===== src/rtl/quad_dac_front.sv =====
module quad_dac_front #(
  parameter int CODE_W   = 12,
  parameter int SEG_W    = 3,
  parameter int CHANNELS = 4,
  parameter int NIB_W    = 4,
  localparam int ADDR_W  = $clog2(CHANNELS),
  localparam int THERM_W = (1 << SEG_W) - 1,
  localparam int LOW_W   = CODE_W - SEG_W,
  localparam int WORD_W  = THERM_W + LOW_W
) (
  input  logic                       clk,
  input  logic                       rst_n,
  input  logic [CODE_W-1:0]          bus_d,
  input  logic [ADDR_W-1:0]          addr,
  input  logic                       wide,
  input  logic                       cs,
  input  logic                       wr1,
  input  logic                       wr2,
  input  logic                       xfer,
  input  logic                       clr,
  output logic [CHANNELS*WORD_W-1:0] dac_words
);

  function automatic logic [WORD_W-1:0] seg_encode(input logic [CODE_W-1:0] c);
    logic [THERM_W-1:0] t;
    for (int j = 0; j < THERM_W; j++)
      t[j] = (int'(c[CODE_W-1 -: SEG_W]) > j);
    return {t, c[LOW_W-1:0]};
  endfunction

  localparam logic [CODE_W-1:0] MID_CODE = CODE_W'(1) << (CODE_W - 1);
  localparam logic [WORD_W-1:0] MID_WORD = seg_encode(MID_CODE);

  logic                wr_en;
  logic [CODE_W-1:0]   in_q  [CHANNELS];
  logic [WORD_W-1:0]   out_q [CHANNELS];

  assign wr_en = cs && wr1;

  for (genvar g = 0; g < CHANNELS; g++) begin : g_ch
    logic sel;
    logic [THERM_W-1:0] therm;
    assign sel   = wr_en && (addr == ADDR_W'(g));
    assign therm = out_q[g][WORD_W-1 -: THERM_W];

    always_ff @(posedge clk or negedge rst_n) begin
      if (!rst_n)
        in_q[g] <= MID_CODE;
      else if (sel) begin
        if (wide)
          in_q[g] <= bus_d;
        else
          in_q[g][NIB_W-1:0] <= bus_d[CODE_W-1 -: NIB_W];
      end
    end

    always_ff @(posedge clk or negedge rst_n) begin
      if (!rst_n)
        out_q[g] <= MID_WORD;
      else if (wr2 && clr)
        out_q[g] <= MID_WORD;
      else if (wr2 && xfer)
        out_q[g] <= seg_encode(in_q[g]);
    end

    assign dac_words[g*WORD_W +: WORD_W] = out_q[g];

    assert_in_hold_R3: assert property (@(posedge clk) disable iff (!rst_n)
      !wr_en |=> $stable(in_q[g]));
    assert_narrow_upper_R4: assert property (@(posedge clk) disable iff (!rst_n)
      (sel && !wide) |=> $stable(in_q[g][CODE_W-1:NIB_W]));
    assert_out_hold_R5: assert property (@(posedge clk) disable iff (!rst_n)
      !wr2 |=> $stable(out_q[g]));
    assert_therm_shape_R6: assert property (@(posedge clk) disable iff (!rst_n)
      (therm & (therm + THERM_W'(1))) == '0);
    assert_clr_mid_R7: assert property (@(posedge clk) disable iff (!rst_n)
      (wr2 && clr) |=> out_q[g] == MID_WORD);
  end

endmodule


===== config.mk =====
export PLATFORM = sky130hd
export DESIGN_NAME = quad_dac_front
export DESIGN_NICKNAME = d
export VERILOG_FILES = /design/src/rtl/quad_dac_front.sv
export SDC_FILE = /design/constraint.sdc
export NUM_CORES = 1
export LEC_CHECK = 0
export BUFFER_PORTS_ARGS = -buffer_cell sky130_fd_sc_hd__buf_2
export CAP_MARGIN = 0
export CORE_UTILIZATION = 55
export CTS_CLUSTER_DIAMETER = 150
export DETAILED_ROUTE_END_ITERATION = 6
export PLACE_DENSITY_LB_ADDON = 0.12
export SYNTH_ARGS = -nofsm -noshare
export SYNTH_HDL_FRONTEND = slang
export SYNTH_SLANG_ARGS = --single-unit

===== constraint.sdc =====
create_clock -name clk -period 3.3 [get_ports clk]
set_clock_uncertainty 0.15 [all_clocks]
set_input_delay 0.165 -clock clk [delete_from_list [all_inputs] [get_ports clk]]
set_output_delay 0.165 -clock clk [all_outputs]
set_load 0.03 [all_outputs]

### After elaboration in Yosys (flattened, before gate mapping)

Cells that the tools add are included.

| cells by class | value |
|---|---|
| equal/unequal tests | 3 |
| $lt $le $gt $ge | 28 |
| mux-type cells | 9 |
| reductions and logical operators | 13 |

Operator list:

| kind | count |
|---|---|
| $mux 16 | 8 |
| $gt 3x3->1 const B | 12 |
| $gt 3x1->1 const B | 8 |
| $gt 3x2->1 const B | 8 |
| $reduce_and 2->1 | 4 |
| $logic_and 1x1->1 | 7 |
| $eq 2x2->1 const B | 2 |
| $mux 4 | 1 |
| $eq 2x1->1 const B | 1 |
| $logic_not 2->1 | 1 |
| $reduce_bool 2->1 | 1 |

| storage, ports and cells | value |
|---|---|
| output and inout bits | 64 |
| logic and storage cells | 65 |
| register bits after elaboration | 112 |

### Longest topological paths before layout

Gate-level depths: netlist of run 1.

| logic depth | value |
|---|---|
| depth after elaboration | 3 |
| gate-level depth with buffers | 6 |
| mapped depth without buffers | 3 |

### Worst setup path before layout of run 1

Ideal clock, no wire load.

| timing path | value |
|---|---|
| kind | input to register |
| start | input wide |
| end | register in_q[40] (netlist bit) |
| data required time | 3,025 ps |
| stages on the path | 5 |
| setup time | 125 ps |
| path slack | 1,858 ps |
| data arrival time | 1,167 ps |
| cell sequence | buf_4 -> nand3_4 -> or3_1 -> buf_6 -> mux2_4 |

| on the way | value |
|---|---|
| word-level cells in the longest chain between the ends | 1 |

RTL lines:

| what | line | source |
|---|---|---|
| start, declared | 15 | `input logic wide,` |
| $reduce_and 2->1 (no line) | n/a |  |
| end signal, assigned by index | 51 | `in_q[g] <= bus_d;` |
| end signal, assigned by index | 53 | `in_q[g][NIB_W-1:0] <= bus_d[CODE_W-1 -: NIB_W];` |
| end, declared | 35 | `logic [CODE_W-1:0] in_q [CHANNELS];` |

No other way between the ends.
A chain may end at the register's enable or synchronous reset.

### Worst setup path after layout of run 1

| timing path | value |
|---|---|
| start | input wr2 |
| end | register out_q (netlist bit dac_words[10]) |

| on the way | value |
|---|---|
| word-level cells in the longest chain between the ends | 2 |

RTL lines:

| what | line | source |
|---|---|---|
| start, declared | 18 | `input logic wr2,` |
| $logic_and 1x1->1, on equally long branches | 60, 62 |  |
| $mux 16 / $reduce_bool 2->1 (equally long branches) | n/a |  |
| end signal, assigned by index | 63 | `out_q[g] <= seg_encode(in_q[g]);` |
| end, declared | 36 | `logic [WORD_W-1:0] out_q [CHANNELS];` |

Parallel ways exist; a longest one is shown, timed or not.

==> run_results.csv, run 1 <==
group,metric,value,unit
logic_synthesis,synth_fp_nets,401,
critical_path,crit_chain,"dlygate4sd3_1, buf_2, nand2_1, buf_4, o32a_1, o22a_1, dlygate4sd3_1",
clocking,clockBufferDepth,2,
job,max_cap_violations,0,
place,gp_congestion,0.821,
layout,num_antenna_cells,0,
clocking,clk_pin_slew,0.10,ns
grt,grt_first_pass_wirelength,15.9,mm
logic_synthesis,yosys_most_used_dff,"dfrtp_1",
critical_path,crit_slowest_cell,"dlygate4sd3_1",
timing,setup_viol_count_final,0,
outcome,status,"finished, final reports clean",
pwr,seq_power_share,0.551,
layout,mostFrequentLayoutCell,"dfrtp_1",
route,num_vias,3092,
critical_path,crit_start,"wr2",
route,wl_per_cell,16.3,um
logic_synthesis,synth_area_per_cell,11.7,um^2
route,routed_wl,9.42,mm
logic_synthesis,synthDistinctLibCells,39,
logic_synthesis,ys_ff_latch,112,
timing,final.min_clock_period,2.43,ns
pwr,power.leakage,2.51,nW
clocking,numCtsBuffers,9,
timing,period_share,0.736,
floorplan,initial_utilization,0.570,
critical_path,worst_setup_path_end_kind,"register",
clocking,cts_tree,"built",
critical_path,cp.arrival,2.58,ns
critical_path,r2r-start,"in_q[46]",
critical_path,crit_family,"buffers and inverters",
critical_path,r2r_end,"dac_words[10]",
pwr,p_int,0.00222,W
route,drt_iter0_drc,161,
logic_synthesis,yosys-top-cells-area,"dfrtp_1, dfstp_2, nand2_1",
clocking,htreeDepth,3,
grt,grt_pass1_vias,3163,
floorplan,num_rows,32,
timing,timing.slew.headroom,0.218,
route,drc,0,
pwr,p_comb_frac,0.208,
timing,rsz0062_at_grt,"false",
critical_path,critical_path_class,"in -> reg",
route,vias_per_cell,5.34,
pwr,p_sw,0.00100,W
layout,layout-drive-gt1-share,0.340,
pwr,p_sw_frac,0.311,
grt,grt.total_usage,0.248,
floorplan,io_pins,86,
pwr,peakVddDrop,0.302,mV
min_path,min_path_cells,3,
pwr,p_clk_frac,0.241,
logic_synthesis,syn_inst,379,
clocking,clock_sinks,112,
grt,grt_overflow_total,0,
place,hpwl,6.42,mm
grt,antenna_found_initial,0,
logic_synthesis,synthArstFlopShare,1.00,
clocking,worstSkewPairLatency,0.36,ns
layout,area_growth,18.3,%
logic_synthesis,synth_top_area_share,0.520,
timing,fmax,412,MHz
timing,worst_slew_pin_slew,1.16,ns
critical_path,cp_max_fo,21,
place,portBuffers,85,
critical_path,critical_path_buf_inv_count,4,
critical_path,r2r_setup_slack,1.60,ns
timing,whs,0.0776,ns
critical_path,cp-start-kind,"input pin",
critical_path,critPathMostFrequentCell,"dlygate4sd3_1",
logic_synthesis,synth_seq_area_share,0.639,
floorplan,die_w,91.7,um
layout,nets,494,
route,firstDrtPassIters,4,
clocking,root_buffer,"clkbuf_8",
critical_path,reg2reg_depth,3,
layout,mostFrequentLayoutCells,"dfrtp_1, nand2_1, buf_2",
logic_synthesis,synth_edf_count,0,
timing,maxSlewViolCount,0,
pwr,powerDensity,616,mW/mm^2
logic_synthesis,yosys_warnings,0,
min_path,min_path_type,"in -> reg",
grt,grt_max_degree,83,
clocking,cts_setup_buffers,0,
floorplan,fp.coreArea,0.00777,mm^2
floorplan,die_area,0.00841,mm^2
logic_synthesis,synth_area,0.00443,mm^2
timing,hold_viol,0,
min_path,holdCritStartpoint,"bus_d[0]",
timing,final.setup.tns,0,ns
min_path,min_to,"in_q[12]",
critical_path,required,3.45,ns
logic_synthesis,yosys.area.top_type,"dfrtp_1",
floorplan,die_h,91.7,um
critical_path,slowest_delay,0.55,ns
route,antenna_left,0,
power groups by stage:
stage	clock network (W)	registers [W]	logic, W
detailed placement	0	0.00180	0.000667
global route	0.000841	0.00181	0.000736
finish	0.000777	0.00178	0.000672
CTS	0.000794	0.00178	0.000680
global placement	0	0.00180	0.000654
floorplan	0	0.00196	0.000275
how the worst max path moves through the flow:
stage | endpoint | slack [ns] | depth (start not counted)
2_1_floorplan | in_q[40] | 1.86 | 5
3_5_place_dp | in_q[36] | 1.46 | 3
4_1_cts | dac_words[10] | 0.88 | 7
5_1_grt | dac_words[10] | 0.74 | 7
6_report | dac_words[10] | 0.87 | 7
3_3_place_gp | in_q[42] | 1.56 | 4
per-stage QoR:
step	setup slack (ns)	cell area (um^2)	instances	utilization	power, W
floorplan	1.86	4430	379	-	0.00224
global placement	1.56	4920	551	0.634	0.00245
detailed placement	1.46	4920	551	0.634	0.00247
CTS	0.882	5240	579	0.674	0.00325
global route	0.736	5240	579	0.674	0.00339
finish	0.870	5240	579	0.674	0.00323
cell usage after synthesis (3+ instances only):
| library cell | instances |
|---|---|
| a21oi_1 | 39 |
| a22o_1 | 9 |
| buf_1 | 5 |
| buf_2 | 8 |
| clkbuf_1 | 5 |
| dfrtp_1 | 92 |
| dfstp_2 | 20 |
| mux2_2 | 24 |
| mux2_4 | 8 |
| mux2i_1 | 4 |
| nand2_1 | 87 |
| nor2_1 | 24 |
| o21ai_0 | 18 |
| o22a_1 | 3 |
| o32a_1 | 4 |
cells by family (layout without fill, tap and decap cells):
kind of cell	count (synthesis)	count (layout)	share of synthesized area
AND/OR/NAND/NOR	129	129	0.130
AO/OA/AOI/OAI	82	82	0.112
multiplexers	36	36	0.0972
flip-flops	112	112	0.639
buffers and inverters	20	118	0.0218
sequential cells by signal (all words and copies together), names as in the netlist:
signal     count
dac_words     64
in_q          48
metal layers:
| layer | up-vias | wire (um) | GRT usage |
|---|---|---|---|
| met3 | 10 | 349 | 0.0348 |
| met1 | 1524 | 4370 | 0.339 |
| met2 | 75 | 4590 | 0.412 |
| li1 | 1483 | - | - |
| met5 | - | 0 | 0 |
| met4 | 0 | 112 | 0.0872 |
worst register-to-register path, stage by stage (launching register included):
cell           delay (ns)
dfrtp_1              0.43
o32a_1               0.34
o22a_1               0.17
dlygate4sd3_1        0.55
area by class of cell:
cell class,instances,area (um^2)
Clock buffer,13,169
Clock inverter,3,23.8
Fill cell,629,2530
Multi-Input combinational cell,247,1500
Sequential cell,112,2830
Tap cell,102,128
Timing Repair Buffer,102,586
repair_timing:
item                      4_1_cts  5_1_grt
hold buffers                   12        0
resized for setup               0        0
hold endpoints to repair       95        0
(Power assumes the default switching activity.)
==> inputs of run 2 (changes only) <==
- clock period: 3.3 -> 2.5 ns (I/O delays scaled with it)
==> run_results.csv, run 2 (synthesis gave the netlist of run 1 again) <==
group,metric,value,unit
critical_path,reg2reg_depth,3,
layout,mostFrequentLayoutCell,"dfrtp_1",
floorplan,fp.coreArea,0.00777,mm^2
critical_path,r2r_end,"dac_words[10]",
critical_path,required,2.64,ns
timing,timing.slew.headroom,0.447,
timing,maxSlewViolCount,0,
route,antenna_left,0,
critical_path,critical_path_class,"in -> reg",
clocking,cts_tree,"built",
critical_path,critPathMostFrequentCell,"dlygate4sd3_1",
critical_path,critical_path_buf_inv_count,3,
clocking,htreeDepth,3,
pwr,peakVddDrop,0.386,mV
layout,fillers,605,
grt,grt_first_pass_wirelength,15.9,mm
clocking,root_buffer,"clkbuf_8",
timing,final.setup.tns,0,ns
clocking,clock_sinks,112,
clocking,numCtsBuffers,9,
layout,area_growth,19.7,%
pwr,total_power,0.00442,W
clocking,cts_setup_buffers,0,
grt,antenna_found_initial,0,
grt,grt_pass1_vias,3150,
layout,largest_reg_flops,64,
critical_path,crit_family,"buffers and inverters",
layout,instances_no_fill,581,
place,gp_congestion,0.774,
layout,layout-drive-gt1-share,0.338,
layout,nets,496,
route,num_vias,3142,
critical_path,r2r-start,"in_q[46]",
floorplan,die_w,91.7,um
timing,setup_viol_count_final,0,
grt,grt_overflow_total,0,
clocking,clockBufferDepth,2,
grt,grt_max_degree,65,
layout,mostFrequentLayoutCells,"dfrtp_1, nand2_1, buf_2",
timing,worst_slew_pin_slew,0.829,ns
min_path,min_path_cells,3,
critical_path,r2r_setup_slack,0.75,ns
min_path,min_path_type,"in -> reg",
min_path,min_to,"in_q[24]",
timing,final.min_clock_period,2.07,ns
place,portBuffers,85,
route,routed_wl,9.59,mm
timing,period_share,0.827,
clocking,clk_pin_slew,0.10,ns
job,max_cap_violations,0,
critical_path,worst_setup_path_end_kind,"register",
route,firstDrtPassIters,4,
grt,grt.total_usage,0.247,
floorplan,num_rows,32,
route,drt_iter0_drc,179,
critical_path,crit_chain,"dlygate4sd3_1, buf_2, nand2_1, o32a_1, o22a_1, dlygate4sd3_1",
critical_path,cp-start-kind,"input pin",
critical_path,cp_max_fo,10,
pwr,power.leakage,2.54,nW
route,drc,0,
floorplan,die_area,0.00841,mm^2
timing,hold_viol,0,
timing,fmax,484,MHz
place,dp_cells,553,
route,wl_per_cell,16.5,um
critical_path,crit_slowest_cell,"dlygate4sd3_1",
floorplan,initial_utilization,0.570,
critical_path,slowest_delay,0.57,ns
route,vias_per_cell,5.41,
pwr,powerDensity,833,mW/mm^2
timing,rsz0062_at_grt,"false",
floorplan,io_pins,86,
layout,num_antenna_cells,0,
outcome,status,"finished, final reports clean",
place,hpwl,6.67,mm
timing,setup_slack,0.433,ns
critical_path,cp.arrival,2.20,ns
critical_path,crit_start,"wr2",
min_path,holdCritStartpoint,"bus_d[0]",
clocking,worstSkewPairLatency,0.36,ns
place,pre_cts_slack,0.815,ns
floorplan,die_h,91.7,um
## run 2: worst min-delay path: stages
cell	delay (ns)
buf_2	0.08
mux2i_1	0.14
o21ai_0	0.18
## run 2: how the worst max path moves through the flow
stage,endpoint,slack [ns],cells after the start
6_report,dac_words[10],0.43,6
5_1_grt,dac_words[10],0.36,6
4_1_cts,dac_words[10],0.51,6
3_5_place_dp,in_q[46],0.82,4
3_3_place_gp,in_q[42],0.87,4
2_1_floorplan,in_q[40],1.10,5
## run 2: layout make-up
cell class	count	area (um^2)	share of cell area
clock inverter	3	67.6	0.0127
timing repair buffer	104	626	0.118
clock buffer	13	149	0.0281
sequential	112	2830	0.534
tap	102	128	0.0241
multi-input combinational	247	1500	0.284
## run 2: report_power, final
group          internal [W]  switching, W  leakage (nW)
logic              0.000346      0.000558          1.04
registers           0.00215      0.000203          1.40
clock network      0.000594      0.000570         0.104
total               0.00309       0.00133          2.54
## run 2: what timing repair did
action	in CTS	in global routing
hold buffers	12	0
gates resized for setup	0	0
endpoints found under the setup margin	0	0
hold endpoints to repair	82	0
## run 2: metrics by stage
step                hold WS [ns]  instance area [um^2]   util
floorplan                 -0.321                  4430      -
global placement           0.113                  4960  0.639
detailed placement         0.122                  4960  0.639
CTS                       0.0353                  5300  0.682
global route              0.0590                  5300  0.682
finish                    0.0474                  5300  0.682
## run 2: routing by layer
metal / GRT usage / vias to the layer above / wire, um
li1: - / 1491 / -
met1: 0.332 / 1558 / 4240
met4: 0.0729 / 0 / 146
met3: 0.0522 / 11 / 460
met2: 0.407 / 82 / 4740
met5: 0 / - / 0
